**config.mk**
```make
export PLATFORM = sky130hd
export DESIGN_NAME = sram_serial_ctrl
export DESIGN_NICKNAME = d
export VERILOG_FILES = /design/src/rtl/sram_ser_pkg.sv /design/src/rtl/sram_addr_shifter.sv /design/src/rtl/sram_strobe_seq.sv /design/src/rtl/sram_serial_ctrl.sv
export SDC_FILE = /design/constraint.sdc
export NUM_CORES = 1
export LEC_CHECK = 0
export CAP_MARGIN = 40
export CORE_ASPECT_RATIO = 1.5
export CORE_MARGIN = 2
export CORE_UTILIZATION = 38
export CTS_BUF_LIST = sky130_fd_sc_hd__clkbuf_2 sky130_fd_sc_hd__clkbuf_4 sky130_fd_sc_hd__clkbuf_8
export CTS_CLUSTER_DIAMETER = 120
export DETAILED_ROUTE_END_ITERATION = 12
export PLACE_DENSITY = 0.72
export SLEW_MARGIN = 20
export SYNTH_ARGS = -nofsm -noshare
export SYNTH_HDL_FRONTEND = slang
export SYNTH_HIERARCHICAL = 1
export SYNTH_SLANG_ARGS = --single-unit
```
**constraint.sdc**
```tcl
create_clock -name clk -period 1.8 [get_ports clk]
set_input_delay 0.36 -clock clk [delete_from_list [all_inputs] [get_ports clk]]
set_output_delay 0.36 -clock clk [all_outputs]
set_load 0.005 [all_outputs]
```
**src/rtl/sram_ser_pkg.sv**
```systemverilog
package sram_ser_pkg;

  localparam int FRAME_BITS = 24;
  localparam int DATA_BITS  = 8;

  typedef enum logic [1:0] {
    CTL_IDLE    = 2'd0,
    CTL_SHIFT   = 2'd1,
    CTL_ACCESS  = 2'd2,
    CTL_HANDOFF = 2'd3
  } ctl_state_e;

  // Width of a counter that must reach value 'lim'.
  function automatic int cnt_width(input int lim);
    return (lim < 2) ? 1 : $clog2(lim + 1);
  endfunction

  // True when a zero-based counter sits on the last cycle of a 'len'-cycle window.
  function automatic logic window_end(input int unsigned cnt, input int unsigned len);
    return cnt == (len - 1);
  endfunction

endpackage

```
**src/rtl/sram_addr_shifter.sv**
```systemverilog
module sram_addr_shifter
  import sram_ser_pkg::*;
#(
  parameter int CLK_HALF = 2,
  parameter int WORD_W   = FRAME_BITS
) (
  input  logic              clk,
  input  logic              rst_n,
  input  logic              start,
  input  logic [WORD_W-1:0] word,
  output logic              sclk,
  output logic              sdo,
  output logic              latch,
  output logic              busy,
  output logic              done
);

  localparam int DIV_W = cnt_width(CLK_HALF);
  localparam int BIT_W = cnt_width(WORD_W);

  typedef enum logic [1:0] {SH_IDLE, SH_BITS, SH_LATCH} sh_state_e;

  sh_state_e         st;
  logic [WORD_W-1:0] shreg;
  logic [DIV_W-1:0]  div;
  logic [BIT_W-1:0]  bitn;
  logic              half_end;
  logic              last_bit;

  assign half_end = window_end(int'(div), CLK_HALF);
  assign last_bit = window_end(int'(bitn), WORD_W);
  assign sdo      = shreg[WORD_W-1];
  assign busy     = (st != SH_IDLE);

  always_ff @(posedge clk or negedge rst_n) begin
    if (!rst_n) begin
      st    <= SH_IDLE;
      shreg <= '0;
      div   <= '0;
      bitn  <= '0;
      sclk  <= 1'b0;
      latch <= 1'b0;
      done  <= 1'b0;
    end else begin
      done <= 1'b0;
      case (st)
        SH_IDLE: begin
          if (start) begin
            shreg <= word;
            div   <= '0;
            bitn  <= '0;
            sclk  <= 1'b0;
            st    <= SH_BITS;
          end
        end
        SH_BITS: begin
          if (half_end) begin
            div <= '0;
            if (!sclk) begin
              sclk <= 1'b1;
            end else begin
              sclk <= 1'b0;
              if (last_bit) begin
                latch <= 1'b1;
                st    <= SH_LATCH;
              end else begin
                bitn  <= bitn + 1'b1;
                shreg <= shreg << 1;
              end
            end
          end else begin
            div <= div + 1'b1;
          end
        end
        SH_LATCH: begin
          if (half_end) begin
            div   <= '0;
            latch <= 1'b0;
            done  <= 1'b1;
            st    <= SH_IDLE;
          end else begin
            div <= div + 1'b1;
          end
        end
        default: st <= SH_IDLE;
      endcase
    end
  end

  assert_latch_sclk_low_R5: assert property (@(posedge clk) disable iff (!rst_n)
    latch |-> !sclk);

  assert_done_after_latch_R5: assert property (@(posedge clk) disable iff (!rst_n)
    done |-> ($past(latch) && !latch));

endmodule

```
**src/rtl/sram_strobe_seq.sv**
```systemverilog
module sram_strobe_seq
  import sram_ser_pkg::*;
#(
  parameter int SETTLE   = 8,
  parameter int WR_PULSE = 2
) (
  input  logic                 clk,
  input  logic                 rst_n,
  input  logic                 start,
  input  logic                 is_write,
  input  logic [DATA_BITS-1:0] wdata,
  input  logic [DATA_BITS-1:0] dq_in,
  input  logic                 hold_rd,
  output logic                 rd_n,
  output logic                 wr_n,
  output logic                 dq_oe,
  output logic [DATA_BITS-1:0] dq_out,
  output logic [DATA_BITS-1:0] rdata,
  output logic                 done
);

  localparam int MAXC  = (SETTLE > WR_PULSE) ? SETTLE : WR_PULSE;
  localparam int CNT_W = cnt_width(MAXC);

  typedef enum logic [2:0] {Q_IDLE, Q_READ, Q_WSETUP, Q_WPULSE, Q_WHOLD} q_state_e;

  q_state_e         st;
  logic [CNT_W-1:0] cnt;

  always_ff @(posedge clk or negedge rst_n) begin
    if (!rst_n) begin
      st     <= Q_IDLE;
      cnt    <= '0;
      rd_n   <= 1'b1;
      wr_n   <= 1'b1;
      dq_oe  <= 1'b0;
      dq_out <= '0;
      rdata  <= '0;
      done   <= 1'b0;
    end else begin
      done <= 1'b0;
      case (st)
        Q_IDLE: begin
          rd_n <= !hold_rd;
          if (start) begin
            cnt <= '0;
            if (is_write) begin
              dq_out <= wdata;
              dq_oe  <= 1'b1;
              rd_n   <= 1'b1;
              st     <= Q_WSETUP;
            end else begin
              rd_n <= 1'b0;
              st   <= Q_READ;
            end
          end
        end
        Q_READ: begin
          if (window_end(int'(cnt), SETTLE)) begin
            rdata <= dq_in;
            rd_n  <= 1'b1;
            done  <= 1'b1;
            st    <= Q_IDLE;
          end else begin
            cnt <= cnt + 1'b1;
          end
        end
        Q_WSETUP: begin
          wr_n <= 1'b0;
          cnt  <= '0;
          st   <= Q_WPULSE;
        end
        Q_WPULSE: begin
          if (window_end(int'(cnt), WR_PULSE)) begin
            wr_n <= 1'b1;
            st   <= Q_WHOLD;
          end else begin
            cnt <= cnt + 1'b1;
          end
        end
        Q_WHOLD: begin
          dq_oe <= 1'b0;
          done  <= 1'b1;
          st    <= Q_IDLE;
        end
        default: st <= Q_IDLE;
      endcase
    end
  end

  assert_no_dual_strobe_R9: assert property (@(posedge clk) disable iff (!rst_n)
    !(!rd_n && !wr_n));

  assert_no_bus_fight_R9: assert property (@(posedge clk) disable iff (!rst_n)
    dq_oe |-> rd_n);

  assert_wdata_held_R7: assert property (@(posedge clk) disable iff (!rst_n)
    (!wr_n && !$past(wr_n)) |-> (dq_oe && $stable(dq_out)));

  assert_bus_before_wr_R7: assert property (@(posedge clk) disable iff (!rst_n)
    $fell(wr_n) |-> $past(dq_oe));

endmodule

```
**src/rtl/sram_serial_ctrl.sv**
```systemverilog
module sram_serial_ctrl
  import sram_ser_pkg::*;
#(
  parameter int MEM_BYTES = 32'h80000,
  parameter int CLK_HALF  = 2,
  parameter int SETTLE    = 8,
  parameter int WR_PULSE  = 2,
  localparam int MEM_AW   = $clog2(MEM_BYTES)
) (
  input  logic                 clk,
  input  logic                 rst_n,
  input  logic                 req_valid,
  input  logic                 req_write,
  input  logic [MEM_AW-1:0]    req_addr,
  input  logic [DATA_BITS-1:0] req_wdata,
  output logic                 req_ack,
  output logic [DATA_BITS-1:0] rsp_rdata,
  input  logic                 handoff_en,
  output logic                 ser_clk,
  output logic                 ser_data,
  output logic                 addr_latch,
  output logic                 addr_drv_en,
  output logic                 sram_rd_n,
  output logic                 sram_wr_n,
  output logic [DATA_BITS-1:0] dq_out,
  output logic                 dq_oe,
  input  logic [DATA_BITS-1:0] dq_in
);

  localparam int PAD_W = FRAME_BITS - MEM_AW;

  ctl_state_e             state;
  logic                   op_write;
  logic [DATA_BITS-1:0]   wdata_q;
  logic [FRAME_BITS-1:0]  frame;
  logic                   sh_start;
  logic                   sh_busy;
  logic                   sh_done;
  logic                   seq_start;
  logic                   seq_done;
  logic                   in_handoff;

  generate
    if (PAD_W > 0) begin : g_pad
      assign frame = {{PAD_W{1'b0}}, req_addr};
    end else begin : g_nopad
      assign frame = req_addr[FRAME_BITS-1:0];
    end
  endgenerate

  assign sh_start    = (state == CTL_IDLE) && !handoff_en && req_valid;
  assign seq_start   = (state == CTL_SHIFT) && sh_done;
  assign in_handoff  = (state == CTL_HANDOFF);
  assign addr_drv_en = !in_handoff;

  always_ff @(posedge clk or negedge rst_n) begin
    if (!rst_n) begin
      state    <= CTL_IDLE;
      op_write <= 1'b0;
      wdata_q  <= '0;
      req_ack  <= 1'b0;
    end else begin
      req_ack <= 1'b0;
      case (state)
        CTL_IDLE: begin
          if (handoff_en) begin
            state <= CTL_HANDOFF;
          end else if (req_valid) begin
            op_write <= req_write;
            wdata_q  <= req_wdata;
            state    <= CTL_SHIFT;
          end
        end
        CTL_SHIFT:   if (sh_done) state <= CTL_ACCESS;
        CTL_ACCESS: begin
          if (seq_done) begin
            req_ack <= 1'b1;
            state   <= CTL_IDLE;
          end
        end
        CTL_HANDOFF: if (!handoff_en) state <= CTL_IDLE;
        default:     state <= CTL_IDLE;
      endcase
    end
  end

  sram_addr_shifter #(
    .CLK_HALF (CLK_HALF),
    .WORD_W   (FRAME_BITS)
  ) u_shift (
    .clk   (clk),
    .rst_n (rst_n),
    .start (sh_start),
    .word  (frame),
    .sclk  (ser_clk),
    .sdo   (ser_data),
    .latch (addr_latch),
    .busy  (sh_busy),
    .done  (sh_done)
  );

  sram_strobe_seq #(
    .SETTLE   (SETTLE),
    .WR_PULSE (WR_PULSE)
  ) u_seq (
    .clk      (clk),
    .rst_n    (rst_n),
    .start    (seq_start),
    .is_write (op_write),
    .wdata    (wdata_q),
    .dq_in    (dq_in),
    .hold_rd  (in_handoff),
    .rd_n     (sram_rd_n),
    .wr_n     (sram_wr_n),
    .dq_oe    (dq_oe),
    .dq_out   (dq_out),
    .rdata    (rsp_rdata),
    .done     (seq_done)
  );

  assert_strobes_idle_shift_R3: assert property (@(posedge clk) disable iff (!rst_n)
    sh_busy |-> (sram_rd_n && sram_wr_n));

  assert_ack_pulse_R8: assert property (@(posedge clk) disable iff (!rst_n)
    req_ack |=> !req_ack);

  assert_handoff_pins_R10: assert property (@(posedge clk) disable iff (!rst_n)
    (in_handoff && $past(in_handoff)) |-> (!sram_rd_n && sram_wr_n && !dq_oe && !addr_drv_en));

  assert_no_start_in_handoff_R11: assert property (@(posedge clk) disable iff (!rst_n)
    in_handoff |-> (!sh_busy && !ser_clk && !addr_latch && !req_ack));

endmodule

```
==> reports/metrics.csv <==
metric,value,unit
vias in the first global route,2628,
Multi-input gate area,0.00157,mm^2
Synth Warn #,6,
Clock transition at path regs,0.08,ns
antenna diode count,0,
antenna violations before repair,0,
Yosys reg bits,75,
Die X,82.8,um
status,"finished, violations left",
full die area,0.0101,mm^2
clk buf depth,2,
worst-path fanout max,25,
FP Rows,43,
Post-Syn Area per Cell,12.4,um^2
Syn Inst Count,286,
TritonRoute pass-1 iters,4,
top_reg_cell synth,dfrtp_1,
CTS Buf Count,9,
P_leak,0.00207,uW
dpl ws,-0.523,ns
failing checks,negative setup slack,
Die Span Y,122,um
part of the cycle the worst path needs,1.04,
Hold Crit Class,in -> async,
area occupied by registers,0.00188,mm^2
Total Routing Usage GR,0.151,
Worst VDD drop,0.000770,V
"Distinct cells, synth",53,
Starting DRT DRC Count,82,
clk root buf,clkbuf_8,
Placement Cell Area,0.00447,mm^2
post-synthesis sequential area ratio,0.530,
clk_skew,0.00873,ns
drt drc,0,
grt ovf,0,
CTS H-tree depth,3,
most frequent cells in the layout,"dfrtp_1, clkdlybuf4s50_1, buf_4, o21a_1, o22a_1",
dpl hpwl,5050,um
top-level I/O count,64,
Detail Route Antenna Nets,0,
final hold slack,0.447,ns
average wire per standard cell,14.4,um
Slew Limit Fails,0,
fmax,533,MHz
RSZ-0062 raised after global routing,yes,
GPL Wtd Cong,0.768,
Worst Setup Start Kind,flip-flop,
DR top layer,met4,
CP Capture Type,flip-flop,
dpl cells,476,
number of flops mapped to enable cells by yosys,0,
CP arrival,2.11,ns
CP required,2.03,ns
effective utilization at floorplan,0.387,
via/cell ratio,5.14,
"Cell Area, Synth",0.00354,mm^2
kind of critical path,reg -> reg,
Worst-Skew Late Latency,0.34,ns
Met3 Routed Length,223,um
nets@finish,430,
Fillers,809,
first-pass GRT wire length,12300,um
final instance area,0.00484,mm^2
fin cells,500,
final setup vio count,23,
WL met2,3570,um
final hold violations,0,
# clock sinks,75,
largest net degree at the start of global routing,33,
final worst slack,-0.0759,ns
Pwr Total,6180,uW
area grow syn2layout,36.5,%
CTS tree,yes,
"most common cell after layout, fill and taps aside",dfrtp_1,
met1 WL,3290,um
PwrDens,1280,mW/mm^2
Max Cap Viol,0,
overall via count from detail_route,2569,
core footprint,0.00915,mm^2
Async SR Flop Fraction,1.00,
minimum clock period,1.88,ns
layout cell share with drive strength beyond 1,0.219,
port bufs,63,
Total Wirelength,7220,um
## worst max-delay path: stages (launching register included)
cell     delay, ns
dfrtp_1       0.40
buf_6         0.12
nor4b_4       0.23
buf_4         0.19
mux2i_4       0.08
or2_4         0.27
buf_12        0.16
o22a_1        0.20
o21a_1        0.11
## synth_stat cells (2+ instances only)
library cell	instances	area, um^2
dfstp_2	2	52.6
dfrtp_1	73	1830
or2_1	3	18.8
nand4_1	4	25.0
a31oi_1	3	18.8
and3b_1	3	26.3
nor2_1	16	60.1
nand2b_1	6	37.5
o211ai_1	3	22.5
a21boi_0	3	22.5
buf_2	5	25.0
o21ai_0	9	45.0
a21oi_1	7	35.0
mux2_1	8	90.1
nand2_1	7	26.3
a22o_1	2	17.5
buf_6	6	67.6
o21a_1	25	188
nor3_1	4	20.0
nor2b_1	2	12.5
nand4b_1	2	17.5
o22a_1	24	210
nand3_1	3	15.0
a2bb2oi_1	2	17.5
mux2_4	10	150
inv_1	11	41.3
mux2_2	11	124
ha_1	7	87.6
## cell type report
| cell class | instances | share of cell area |
|---|---|---|
| multi-input combinational | 191 | 0.324 |
| timing repair buffer | 95 | 0.194 |
| clock buffer | 10 | 0.0272 |
| clock inverter | 6 | 0.0285 |
| sequential | 75 | 0.389 |
| inverter | 11 | 0.00854 |
| tap | 112 | 0.0290 |
## cell families (layout without fill, tap and decap cells)
logic type	Yosys count	in the layout	share of synthesized area
buf+inv	24	122	0.0410
mux	31	31	0.109
simple gates	63	63	0.112
fa+ha+maj	7	7	0.0247
compound gates	85	85	0.181
flops	75	75	0.530
other cells	1	5	0.00106
## path summary, 6_finish.rpt
check | startpoint | endpoint | slack (ns) | cells after the start
max reg2reg | state[1] | u_shift/shreg[3] | -0.08 | 8
max in group asynchronous | rst_n | u_shift/shreg[11] | 0.76 | 3
max | state[1] | u_shift/shreg[3] | -0.08 | 8
min | rst_n | wdata_q[7] | 0.45 | 2
min in group clk | u_seq/rd_n | u_seq/rd_n | 0.48 | 2
min reg2reg | u_seq/rd_n | u_seq/rd_n | 0.48 | 2
## per-layer routing
metal  vias to the layer above  global-route usage
li1                       1241                   -
met1                      1265               0.189
met2                        54               0.251
met3                         9              0.0316
met4                         0              0.0707
met5                         -                   0
## report_power, final
| group | switching, uW | leakage (uW) | internal, uW |
|---|---|---|---|
| Clock | 635 | 0.000134 | 1080 |
| Combinational | 842 | 0.00102 | 1190 |
| Sequential | 263 | 0.000921 | 2160 |
| Total | 1740 | 0.00207 | 4440 |
## stage by stage
stage | utilization | setup TNS [ns]
2_1_floorplan | - | -1.69
3_3_place_gp | 0.489 | -11.96
3_5_place_dp | 0.489 | -15.28
4_1_cts | 0.524 | -1.48
5_1_grt | 0.529 | -3.45
6_report | 0.529 | -1.22
## state kept, by name, summed over array words and instances (netlist names), 3 cells and up
name           flops
u_shift/bitn       5
u_seq/st           3
wdata_q            8
u_seq/dq_out       8
u_seq/rdata        8
u_seq/cnt          4
u_shift/shreg     24
## repair_timing
action,CTS,global route
buffers inserted,3,4
resized for setup,6,6
pin swaps,2,4
gates cloned,0,0
endpoints found under the hold margin,22,0
endpoints found under the setup margin,27,40
hold buffers,1,0
(Power assumes the default switching activity.)
